[src/rtl/cgpm_pkg.sv]
package cgpm_pkg;

    typedef enum logic [1:0] {
        M_RUN   = 2'd0,
        M_IDLE  = 2'd1,
        M_STBY  = 2'd2,
        M_SLEEP = 2'd3
    } pm_mode_e;

    typedef enum logic [2:0] {
        S_RUN,
        S_IDLE,
        S_GATE,
        S_STBY,
        S_SLEEP,
        S_BIAS_OFF,
        S_PLL_LOCK,
        S_WAKE_RST
    } pm_state_e;

    typedef struct packed {
        logic root_en;
        logic pll_stop;
        logic bias_req;
        logic retain;
        logic busy;
        logic rst_req;
    } pm_ctl_t;

endpackage

[src/rtl/cgpm_fsm.sv]
module cgpm_fsm
    import cgpm_pkg::*;
#(
    parameter int LOCK_W = 8
) (
    input  logic              clk,
    input  logic              rst_n,
    input  logic              mode_req_vld,
    input  logic [1:0]        mode_req,
    input  logic [LOCK_W-1:0] lock_cycles,
    output pm_ctl_t           ctl
);

    pm_state_e         st, st_nxt;
    pm_mode_e          tgt_q;
    pm_mode_e          pend_mode_q;
    logic              pend_vld_q;
    logic              from_sleep_q;
    logic [LOCK_W-1:0] lock_cnt_q;

    // Effective request: a fresh strobe overrides a held one.
    logic     req_v;
    pm_mode_e req_m;
    logic     consume;

    assign req_v = mode_req_vld | pend_vld_q;
    assign req_m = mode_req_vld ? pm_mode_e'(mode_req) : pend_mode_q;

    // Next-state logic
    always_comb begin
        st_nxt  = st;
        consume = 1'b0;
        unique case (st)
            S_RUN: begin
                if (req_v) begin
                    consume = 1'b1;
                    case (req_m)
                        M_IDLE:  st_nxt = S_IDLE;
                        M_STBY:  st_nxt = S_GATE;
                        M_SLEEP: st_nxt = S_GATE;
                        default: st_nxt = S_RUN;
                    endcase
                end
            end
            S_IDLE: begin
                if (req_v) begin
                    consume = (req_m == M_RUN) || (req_m == M_IDLE);
                    if (req_m != M_IDLE) st_nxt = S_RUN;
                end
            end
            S_GATE:
                st_nxt = (tgt_q == M_SLEEP) ? S_SLEEP : S_STBY;
            S_STBY: begin
                if (req_v) begin
                    consume = (req_m == M_RUN) || (req_m == M_STBY);
                    if (req_m != M_STBY) st_nxt = S_BIAS_OFF;
                end
            end
            S_SLEEP: begin
                if (req_v) begin
                    consume = (req_m == M_RUN) || (req_m == M_SLEEP);
                    if (req_m != M_SLEEP) st_nxt = S_PLL_LOCK;
                end
            end
            S_BIAS_OFF:
                st_nxt = S_PLL_LOCK;
            S_PLL_LOCK: begin
                if (lock_cnt_q == '0)
                    st_nxt = from_sleep_q ? S_WAKE_RST : S_RUN;
            end
            S_WAKE_RST:
                st_nxt = S_RUN;
        endcase
    end

    // State register
    always_ff @(posedge clk or negedge rst_n) begin
        if (!rst_n) st <= S_RUN;
        else        st <= st_nxt;
    end

    // Transition bookkeeping: target, held request, wake origin, lock count
    always_ff @(posedge clk or negedge rst_n) begin
        if (!rst_n) begin
            tgt_q        <= M_RUN;
            pend_mode_q  <= M_RUN;
            pend_vld_q   <= 1'b0;
            from_sleep_q <= 1'b0;
            lock_cnt_q   <= '0;
        end else begin
            if (st == S_RUN && consume)
                tgt_q <= req_m;

            if (consume) begin
                pend_vld_q <= 1'b0;
            end else if (req_v) begin
                pend_vld_q  <= 1'b1;
                pend_mode_q <= req_m;
            end

            if (st == S_SLEEP && st_nxt == S_PLL_LOCK)
                from_sleep_q <= 1'b1;
            else if (st_nxt == S_RUN)
                from_sleep_q <= 1'b0;

            if (st != S_PLL_LOCK && st_nxt == S_PLL_LOCK)
                lock_cnt_q <= lock_cycles;
            else if (st == S_PLL_LOCK && lock_cnt_q != '0)
                lock_cnt_q <= lock_cnt_q - 1'b1;
        end
    end

    // Output decode
    always_comb begin
        ctl = '0;
        unique case (st)
            S_RUN:      begin ctl.root_en = 1'b1; ctl.retain = 1'b1; end
            S_IDLE:     begin ctl.retain = 1'b1; end
            S_GATE:     begin ctl.retain = 1'b1; ctl.busy = 1'b1; end
            S_STBY:     begin ctl.pll_stop = 1'b1; ctl.bias_req = 1'b1; ctl.retain = 1'b1; end
            S_SLEEP:    begin ctl.pll_stop = 1'b1; end
            S_BIAS_OFF: begin ctl.pll_stop = 1'b1; ctl.retain = 1'b1; ctl.busy = 1'b1; end
            S_PLL_LOCK: begin ctl.retain = !from_sleep_q; ctl.busy = 1'b1; end
            S_WAKE_RST: begin ctl.busy = 1'b1; ctl.rst_req = 1'b1; end
        endcase
    end

endmodule

[src/rtl/cgpm_gate_tree.sv]
module cgpm_gate_tree #(
    parameter int                     N_DOM   = 4,
    parameter int                     N_BUF   = 8,
    parameter int                     DOM_W   = 2,
    parameter logic [N_BUF*DOM_W-1:0] BUF_MAP = '0
) (
    input  logic             clk,
    input  logic             rst_n,
    input  logic             root_en,
    input  logic [N_DOM-1:0] glb_en,
    input  logic [N_BUF-1:0] lcl_en,
    output logic [N_BUF-1:0] buf_en
);

    for (genvar i = 0; i < N_BUF; i++) begin : g_buf
        localparam int PARENT = int'(BUF_MAP[i*DOM_W +: DOM_W]);
        always_ff @(posedge clk or negedge rst_n) begin
            if (!rst_n) buf_en[i] <= 1'b0;
            else        buf_en[i] <= root_en & glb_en[PARENT] & lcl_en[i];
        end
    end

endmodule

[src/rtl/clkgate_pwr_ctrl.sv]
module clkgate_pwr_ctrl
    import cgpm_pkg::*;
#(
    parameter int                     N_DOM   = 4,
    parameter int                     N_BUF   = 8,
    parameter int                     DOM_W   = (N_DOM > 1) ? $clog2(N_DOM) : 1,
    parameter int                     LOCK_W  = 8,
    parameter logic [N_BUF*DOM_W-1:0] BUF_MAP = 16'hFA50
) (
    input  logic              clk,
    input  logic              rst_n,
    input  logic              mode_req_vld,
    input  logic [1:0]        mode_req,
    input  logic [LOCK_W-1:0] lock_cycles,
    input  logic [N_DOM-1:0]  glb_en,
    input  logic [N_BUF-1:0]  lcl_en,
    output logic              root_clk_en,
    output logic              pll_stop,
    output logic              bias_req,
    output logic              retain,
    output logic              busy,
    output logic              rst_req,
    output logic [N_BUF-1:0]  buf_pulse_en
);

    pm_ctl_t ctl;

    cgpm_fsm #(.LOCK_W(LOCK_W)) u_fsm (
        .clk          (clk),
        .rst_n        (rst_n),
        .mode_req_vld (mode_req_vld),
        .mode_req     (mode_req),
        .lock_cycles  (lock_cycles),
        .ctl          (ctl)
    );

    cgpm_gate_tree #(
        .N_DOM   (N_DOM),
        .N_BUF   (N_BUF),
        .DOM_W   (DOM_W),
        .BUF_MAP (BUF_MAP)
    ) u_tree (
        .clk     (clk),
        .rst_n   (rst_n),
        .root_en (ctl.root_en),
        .glb_en  (glb_en),
        .lcl_en  (lcl_en),
        .buf_en  (buf_pulse_en)
    );

    assign root_clk_en = ctl.root_en;
    assign pll_stop    = ctl.pll_stop;
    assign bias_req    = ctl.bias_req;
    assign retain      = ctl.retain;
    assign busy        = ctl.busy;
    assign rst_req     = ctl.rst_req;

endmodule

[config.mk]
export PLATFORM = sky130hd
export DESIGN_NAME = clkgate_pwr_ctrl
export DESIGN_NICKNAME = d
export VERILOG_FILES = /design/src/rtl/cgpm_pkg.sv /design/src/rtl/cgpm_fsm.sv /design/src/rtl/cgpm_gate_tree.sv /design/src/rtl/clkgate_pwr_ctrl.sv
export SDC_FILE = /design/constraint.sdc
export NUM_CORES = 1
export LEC_CHECK = 0
export BUFFER_PORTS_ARGS = -buffer_cell sky130_fd_sc_hd__buf_2
export CAP_MARGIN = 5
export CORE_ASPECT_RATIO = 0.75
export CORE_MARGIN = 2
export CORE_UTILIZATION = 47
export DETAILED_ROUTE_END_ITERATION = 12
export PLACE_DENSITY_LB_ADDON = 0.15
export SYNTH_ARGS = -nofsm -noshare
export SYNTH_HDL_FRONTEND = slang
export SYNTH_HIERARCHICAL = 1
export SYNTH_SLANG_ARGS = --single-unit
[constraint.sdc]
create_clock -name clk -period 1.6 [get_ports clk]
set_input_delay 0.4 -clock clk [delete_from_list [all_inputs] [get_ports clk]]
set_output_delay 0.4 -clock clk [all_outputs]
set_load 0.02 [all_outputs]
==> metrics.txt, run 1 <==
# TYPE chip_impl_metric gauge
chip_impl_metric{name="wl_met2",unit="microns"} 2110
chip_impl_metric{name="final_cells",unit=""} 258
chip_impl_metric{name="clock-sinks",unit=""} 25
chip_impl_metric{name="max_slew.worst_pin.slew",unit="ps"} 557
chip_impl_info{name="start_kind",value="flip-flop"} 1
chip_impl_info{name="violations",value="setup timing"} 1
chip_impl_metric{name="synth_seq_cells",unit=""} 25
chip_impl_metric{name="synth.yosys.warnings",unit=""} 6
chip_impl_info{name="min_path_type",value="primary input to async pin"} 1
chip_impl_metric{name="grt_util_all_layers",unit="%"} 23.1
chip_impl_info{name="slowest_stage",value="sky130_fd_sc_hd__dfrtp_1"} 1
chip_impl_metric{name="drt-initial-drc-count",unit=""} 126
chip_impl_info{name="cts-root-buf",value="sky130_fd_sc_hd__clkbuf_8"} 1
chip_impl_metric{name="clk-insertion-delay-late",unit="ps"} 280
chip_impl_metric{name="routability_congestion",unit=""} 0.911
chip_impl_metric{name="cts_hold_buffers",unit=""} 0
chip_impl_metric{name="fillers",unit=""} 201
chip_impl_metric{name="drtPass1Iterations",unit=""} 4
chip_impl_metric{name="drt-met1-wl",unit="microns"} 1830
chip_impl_metric{name="synth.yosys.seq_area_share",unit="%"} 42.8
chip_impl_metric{name="multi_input_area",unit="sq um"} 906
chip_impl_metric{name="total_power_draw",unit="W"} 0.00438
chip_impl_info{name="unrepaired_setup_endpoints_after_global_routing",value="true"} 1
chip_impl_metric{name="chipHeight",unit="microns"} 52.3
chip_impl_metric{name="htreeDepth",unit=""} 1
chip_impl_metric{name="cts_inserted_buffers",unit=""} 3
chip_impl_metric{name="leakagePower",unit="nW"} 1.11
chip_impl_metric{name="nets",unit=""} 248
chip_impl_metric{name="postRouteAntennaNets",unit=""} 0
chip_impl_metric{name="clkSlewWorstSetupHoldPaths",unit="ps"} 90
chip_impl_metric{name="floorplan.die.width",unit="microns"} 68.4
chip_impl_metric{name="fp.dieArea",unit="sq mm"} 0.00358
chip_impl_metric{name="post-route-worst-setup-slack",unit="ps"} -83.4
chip_impl_metric{name="seq_area",unit="sq um"} 627
chip_impl_metric{name="pin_count",unit=""} 39
chip_impl_metric{name="start_util",unit="%"} 49.4
chip_impl_metric{name="critical_path_at",unit="ps"} 1280
chip_impl_metric{name="setup-violations-final",unit=""} 10
chip_impl_metric{name="timing_max_transition_violations_final",unit=""} 0
chip_impl_metric{name="maxCapViolations",unit=""} 0
chip_impl_metric{name="first_pass_grt_wire_length",unit="microns"} 5990
chip_impl_metric{name="antenna_found_initial",unit=""} 0
chip_impl_metric{name="timing.final.crit_share",unit="%"} 105
chip_impl_metric{name="final_core_util",unit="%"} 76.3
chip_impl_metric{name="number_of_enable_type_register_cells_in_the_synthesized_netlist",unit=""} 0
chip_impl_metric{name="place.detailed.hpwl",unit="microns"} 2610
chip_impl_metric{name="number_of_vias_per_cell",unit=""} 5.62
chip_impl_metric{name="rows",unit=""} 17
chip_impl_metric{name="mappedNetlistNets",unit=""} 170
chip_impl_metric{name="netlist_area",unit="sq mm"} 0.00146
chip_impl_metric{name="finalHoldViolCount",unit=""} 0
chip_impl_info{name="criticalPathCategory",value="flip-flop to primary output"} 1
chip_impl_metric{name="syn-mean-instance-area",unit="sq um"} 10.2
chip_impl_metric{name="maxSlewHeadroom",unit="%"} 62.8
chip_impl_info{name="path_cells",value="buf_6, nand2b_4, o211ai_1, buf_4"} 1
chip_impl_metric{name="period_needed",unit="ps"} 1680
chip_impl_info{name="topRoutingLayerUsed",value="met4"} 1
chip_impl_metric{name="routedWlPerCell",unit="microns"} 16.7
chip_impl_metric{name="vdd.ir_drop.worst",unit="mV"} 0.931
chip_impl_metric{name="syn_inst",unit=""} 143
chip_impl_metric{name="floorplan.core_area",unit="sq mm"} 0.00296
chip_impl_info{name="tritoncts_clock_tree",value="built"} 1
chip_impl_metric{name="first_global_vias",unit=""} 1331
chip_impl_metric{name="crit_buf_inv",unit=""} 2
chip_impl_metric{name="setup_total_negative_slack",unit="ps"} -389
chip_impl_metric{name="place.detailed.instances",unit=""} 236
chip_impl_metric{name="cell_area_power_density",unit="mW/mm^2"} 1940
chip_impl_metric{name="maximum_number_of_pins_on_one_net_before_global_route_repair",unit=""} 26
chip_impl_metric{name="cts-root-to-sink-buffers",unit=""} 2
chip_impl_metric{name="met3RoutedLength",unit="microns"} 325
chip_impl_metric{name="drive_above_1_share",unit="%"} 52.3
chip_impl_metric{name="area.growth.synth_to_final",unit="%"} 54.4
chip_impl_metric{name="synth_async_sr_flop_share",unit="%"} 100
chip_impl_metric{name="layout.cell_area.non_filler",unit="sq mm"} 0.00226
chip_impl_metric{name="count_of_unique_library_cells_instantiated_by_yosys",unit=""} 47
chip_impl_metric{name="drc_errors",unit=""} 0
chip_impl_metric{name="wl",unit="microns"} 4300
chip_impl_metric{name="worst-path-max-fanout",unit=""} 3
chip_impl_info{name="run_status",value="finished with violations"} 1
chip_impl_metric{name="cp_data_required_time",unit="ps"} 1200
chip_impl_info{name="path_delay_family",value="flip-flops"} 1
chip_impl_metric{name="worst_path_largest_cell_delay",unit="ps"} 410
chip_impl_metric{name="gr_ovfl_total",unit=""} 0
chip_impl_metric{name="placement.cell_area",unit="sq mm"} 0.00185
chip_impl_metric{name="timing.fmax",unit="MHz"} 594
chip_impl_info{name="synth_top_flop_cell",value="sky130_fd_sc_hd__dfrtp_1"} 1
chip_impl_metric{name="antennaDiodeCount",unit=""} 0
chip_impl_metric{name="numPortBuffers",unit=""} 38
chip_impl_info{name="cp-end-kind",value="primary output"} 1
chip_impl_metric{name="finalClockSkew",unit="ps"} 3.14
chip_impl_metric{name="vias",unit=""} 1451
## metal layers
layer | GRT usage, % | up-vias
li1 | - | 687
met1 | 29.8 | 705
met2 | 38.3 | 52
met3 | 6.67 | 7
met4 | 5.00 | 0
met5 | 0 | -
## sequential cells by signal, summed over array words and instances (netlist names)
name                count
u_fsm/pend_vld_q        1
u_fsm/tgt_q             2
u_fsm/st                3
u_tree/buf_en           8
u_fsm/pend_mode_q       2
u_fsm/lock_cnt_q        8
u_fsm/from_sleep_q      1
## cell usage after synthesis (all sizes together), types with 2 or more instances
| cell type | number | share of area [%] |
|---|---|---|
| xor2 | 2 | 1.2 |
| inv | 8 | 2.1 |
| a31oi | 2 | 0.86 |
| a32oi | 3 | 1.8 |
| a21boi | 2 | 1.8 |
| o211ai | 2 | 1.0 |
| nand2b | 8 | 3.4 |
| nor3 | 2 | 1.4 |
| nand2 | 14 | 3.6 |
| dfrtp | 25 | 43 |
| nand3 | 3 | 1.0 |
| nor2b | 2 | 0.86 |
| mux2i | 4 | 2.7 |
| and3 | 9 | 3.9 |
| ha | 2 | 1.7 |
| a22oi | 3 | 1.5 |
| o31ai | 3 | 1.5 |
| buf | 5 | 2.2 |
| nand4b | 2 | 1.2 |
| a211oi | 2 | 2.2 |
| o21ai | 8 | 2.7 |
| nor2 | 6 | 1.5 |
| and3b | 2 | 1.2 |
| o311ai | 3 | 1.8 |
| mux2 | 6 | 5.1 |
## power breakdown
group / total (W) / switching (W) / internal (W)
sequential: 0.00115 / 0.000275 / 0.000879
clock: 0.000401 / 0.000218 / 0.000183
combinational: 0.00283 / 0.00131 / 0.00152
total: 0.00438 / 0.00180 / 0.00258
## cells by family after synthesis
kind of cell	Yosys count	share of synthesized area (%)
compound gates	35	19.4
fa+ha+maj	2	1.71
flops	25	42.8
mux	10	7.88
simple gates	54	21.9
xor+xnor	3	1.80
buf+inv	14	4.54
## per-stage QoR
stage                     hold slack (ps)  setup slack, ps
after global placement                414            -56.9
after CTS                             108            -75.5
after global routing                  123             -173
final                                98.4            -83.4
after detailed placement              417             -251
after floorplan                       104            0.616
## cells in the final DEF, fill, tap and decap left out, drive strengths merged, types with 2 or more instances in the layout
master  netlist  routed
buf           5      78
dfrtp        25      25
nand2        14      14
and3          9       9
inv           8       9
nand2b        8       8
o21ai         8       8
nor2          6       6
mux2          6       6
mux2i         4       4
clkbuf        1       4
nand3         3       3
o31ai         3       3
a22oi         3       3
o311ai        3       3
a32oi         3       3
nor2b         2       2
o211ai        2       2
nand4b        2       2
xor2          2       2
a31oi         2       2
ha            2       2
nor3          2       2
and3b         2       2
a21boi        2       2
a211oi        2       2
## final timing paths
path	from	end	slack, ps	cells after the start
worst max-delay path	u_fsm/st[0]	retain	-80	4
worst min-delay path	rst_n	u_tree/buf_en[5]	100	1
worst max register to register	u_fsm/lock_cnt_q[1]	u_fsm/lock_cnt_q[7]	-60	6
worst min register to register	u_fsm/tgt_q[1]	u_fsm/tgt_q[1]	490	2
max in group asynchronous	rst_n	u_fsm/st[2]	1100	1
min in group clk	lock_cycles[2]	u_fsm/lock_cnt_q[2]	330	3
## cell type report
cell class | count | area share (%)
clock buffer | 3 | 1.83
clock inverter | 1 | 0.388
inverter | 8 | 1.33
multi-input combinational | 104 | 40.2
sequential | 25 | 27.8
tap | 38 | 2.11
timing repair buffer | 79 | 26.4
## timing repair
action | in CTS | in global routing
setup endpoints to repair | 15 | 18
gates resized for setup | 24 | 25
pin swaps | 5 | 11
buffers inserted | 8 | 10
hold endpoints to repair | 0 | 0
gates cloned | 0 | 1
No activity file was read; power rests on OpenSTA's default activity.
==> inputs of run 2 (changes only) <==
==> constraint.sdc (replaced) <==
create_clock -name clk -period 1.6 [get_ports clk]
set_input_delay 0.4 -clock clk [delete_from_list [all_inputs] [get_ports clk]]
set_output_delay 0.4 -clock clk [all_outputs]
set_load 0.01 [all_outputs]
==> metrics.txt, run 2 (synthesis results as in run 1) <==
# TYPE chip_impl_metric gauge
chip_impl_metric{name="total_power_draw",unit="W"} 0.00393
chip_impl_metric{name="wl",unit="microns"} 3780
chip_impl_metric{name="cts_inserted_buffers",unit=""} 3
chip_impl_metric{name="place.detailed.hpwl",unit="microns"} 2680
chip_impl_metric{name="rows",unit=""} 17
chip_impl_metric{name="antennaDiodeCount",unit=""} 0
chip_impl_metric{name="timing_max_transition_violations_final",unit=""} 0
chip_impl_info{name="violations",value="setup timing"} 1
chip_impl_metric{name="period_needed",unit="ps"} 1700
chip_impl_info{name="unrepaired_setup_endpoints_after_global_routing",value="true"} 1
chip_impl_info{name="layout.cells.most_common",value="sky130_fd_sc_hd__buf_2"} 1
chip_impl_metric{name="critical_path_at",unit="ps"} 1300
chip_impl_metric{name="number_of_vias_per_cell",unit=""} 5.61
chip_impl_info{name="top_regs",value="u_fsm/lock_cnt_q: 8 flops, u_tree/buf_en: 8 flops, u_fsm/st: 3 flops"} 1
chip_impl_metric{name="first_global_vias",unit=""} 1373
chip_impl_metric{name="crit_buf_inv",unit=""} 2
chip_impl_metric{name="place.detailed.instances",unit=""} 238
chip_impl_metric{name="leakagePower",unit="nW"} 1.05
chip_impl_metric{name="cts_hold_buffers",unit=""} 0
chip_impl_metric{name="worst_path_largest_cell_delay",unit="ps"} 420
chip_impl_metric{name="fp.dieArea",unit="sq mm"} 0.00358
chip_impl_metric{name="numPortBuffers",unit=""} 38
chip_impl_metric{name="floorplan.die.width",unit="microns"} 68.4
chip_impl_metric{name="maxSlewHeadroom",unit="%"} 56.8
chip_impl_metric{name="start_util",unit="%"} 49.4
chip_impl_info{name="slowest_stage",value="sky130_fd_sc_hd__dfrtp_1"} 1
chip_impl_metric{name="cp_data_required_time",unit="ps"} 1200
chip_impl_info{name="cp-end-kind",value="primary output"} 1
chip_impl_metric{name="finalHoldViolCount",unit=""} 0
chip_impl_metric{name="drc_errors",unit=""} 0
chip_impl_metric{name="floorplan.core_area",unit="sq mm"} 0.00296
chip_impl_metric{name="setup-violations-final",unit=""} 5
chip_impl_metric{name="drive_above_1_share",unit="%"} 51.6
chip_impl_metric{name="timing.fmax",unit="MHz"} 590
chip_impl_info{name="run_status",value="finished with violations"} 1
chip_impl_metric{name="cts-root-to-sink-buffers",unit=""} 2
chip_impl_metric{name="drt-initial-drc-count",unit=""} 99
chip_impl_metric{name="final_cells",unit=""} 253
chip_impl_metric{name="timing.final.crit_share",unit="%"} 106
chip_impl_metric{name="max_slew.worst_pin.slew",unit="ps"} 638
chip_impl_metric{name="chipHeight",unit="microns"} 52.3
chip_impl_metric{name="grt_util_all_layers",unit="%"} 23.2
chip_impl_metric{name="clock-sinks",unit=""} 25
chip_impl_metric{name="postRouteAntennaNets",unit=""} 0
chip_impl_metric{name="post-route-worst-setup-slack",unit="ps"} -95.8
chip_impl_metric{name="finalClockSkew",unit="ps"} 5.58
chip_impl_metric{name="cell_area_power_density",unit="mW/mm^2"} 1840
chip_impl_metric{name="htreeDepth",unit=""} 1
chip_impl_metric{name="gr_ovfl_total",unit=""} 0
chip_impl_info{name="criticalPathCategory",value="flip-flop to primary output"} 1
chip_impl_metric{name="worst-path-max-fanout",unit=""} 11
chip_impl_info{name="path_delay_family",value="flip-flops"} 1
chip_impl_info{name="start_kind",value="flip-flop"} 1
chip_impl_info{name="tritoncts_clock_tree",value="built"} 1
chip_impl_metric{name="nets",unit=""} 243
chip_impl_metric{name="final_core_util",unit="%"} 72.3
chip_impl_metric{name="vdd.ir_drop.worst",unit="mV"} 1.12
chip_impl_metric{name="antenna_found_initial",unit=""} 0
chip_impl_metric{name="fin_worst_hold_slack",unit="ps"} 102
chip_impl_metric{name="clk-insertion-delay-late",unit="ps"} 270
chip_impl_metric{name="maximum_number_of_pins_on_one_net_before_global_route_repair",unit=""} 26
chip_impl_metric{name="setup_total_negative_slack",unit="ps"} -249
chip_impl_metric{name="clkSlewWorstSetupHoldPaths",unit="ps"} 90
chip_impl_metric{name="vias",unit=""} 1419
chip_impl_metric{name="maxCapViolations",unit=""} 0
chip_impl_info{name="cts-root-buf",value="sky130_fd_sc_hd__clkbuf_8"} 1
chip_impl_metric{name="routedWlPerCell",unit="microns"} 15.0
chip_impl_info{name="layout_common_cells",value="sky130_fd_sc_hd__buf_2, sky130_fd_sc_hd__buf_4, sky130_fd_sc_hd__dfrtp_1"} 1
chip_impl_metric{name="routability_congestion",unit=""} 0.891
chip_impl_info{name="min_path_type",value="primary input to async pin"} 1
chip_impl_metric{name="first_pass_grt_wire_length",unit="microns"} 6180
chip_impl_info{name="path_cells",value="buf_12, nand2b_4, o211ai_1, buf_2"} 1
chip_impl_metric{name="pin_count",unit=""} 39
chip_impl_metric{name="area.growth.synth_to_final",unit="%"} 46.3
chip_impl_metric{name="drtPass1Iterations",unit=""} 4
-- run 2: area by class of cell --
cell class	instances	area, sq um
Fill cell	212	818
Inverter	8	30.0
Clock buffer	3	41.3
Multi-Input combinational cell	104	873
Sequential cell	25	629
Clock inverter	1	8.76
Tap cell	38	47.5
Timing Repair Buffer	74	508
-- run 2: metal layers --
metal / share of wire [%] / global-route usage (%) / wire length (microns)
met3: 6.1 / 6.24 / 232
met4: 0.71 / 6.00 / 27
met2: 47 / 38.3 / 1770
met5: 0 / 0 / 0
met1: 46 / 29.9 / 1750
-- run 2: worst register-to-register path, cell delays in order, from the launching register on --
cell and delay (ps):
sky130_fd_sc_hd__dfrtp_1 400, sky130_fd_sc_hd__inv_2 100, sky130_fd_sc_hd__ha_4 150, sky130_fd_sc_hd__nor4b_4 280, sky130_fd_sc_hd__a21boi_4 150, sky130_fd_sc_hd__buf_6 150, sky130_fd_sc_hd__a32oi_2 190, sky130_fd_sc_hd__o21ai_1 90
-- run 2: timing repair --
item	in CTS	in global routing
endpoints found under the hold margin	0	0
cloned	0	0
setup endpoints to repair	15	17
setup buffers	9	3
gates resized for setup	19	15
pin swaps	4	7
-- run 2: final timing paths --
path	slack (ps)	start	cells past startpoint	end
min	100	rst_n	1	u_tree/buf_en[4]
max reg2reg	-20	u_fsm/lock_cnt_q[0]	7	u_fsm/lock_cnt_q[2]
min in group clk	330	lock_cycles[0]	3	u_fsm/lock_cnt_q[0]
max in group asynchronous	1090	rst_n	1	u_fsm/st[2]
min reg2reg	510	u_fsm/tgt_q[0]	1	u_fsm/tgt_q[0]
max	-100	u_fsm/st[0]	4	retain
-- run 2: report_power, final --
group	internal [W]	switching (W)	total [W]
Sequential	0.000884	0.000234	0.00112
Combinational	0.00128	0.00114	0.00242
Clock	0.000183	0.000213	0.000395
-- run 2: per-stage QoR --
| step | cell area (sq um) | worst slack (ps) |
|---|---|---|
| final | 2140 | -95.8 |
| after global routing | 2140 | -147 |
| after CTS | 2050 | -90.7 |
| after detailed placement | 1870 | -217 |
| after global placement | 1870 | -157 |
| after floorplan | 1470 | 20.2 |
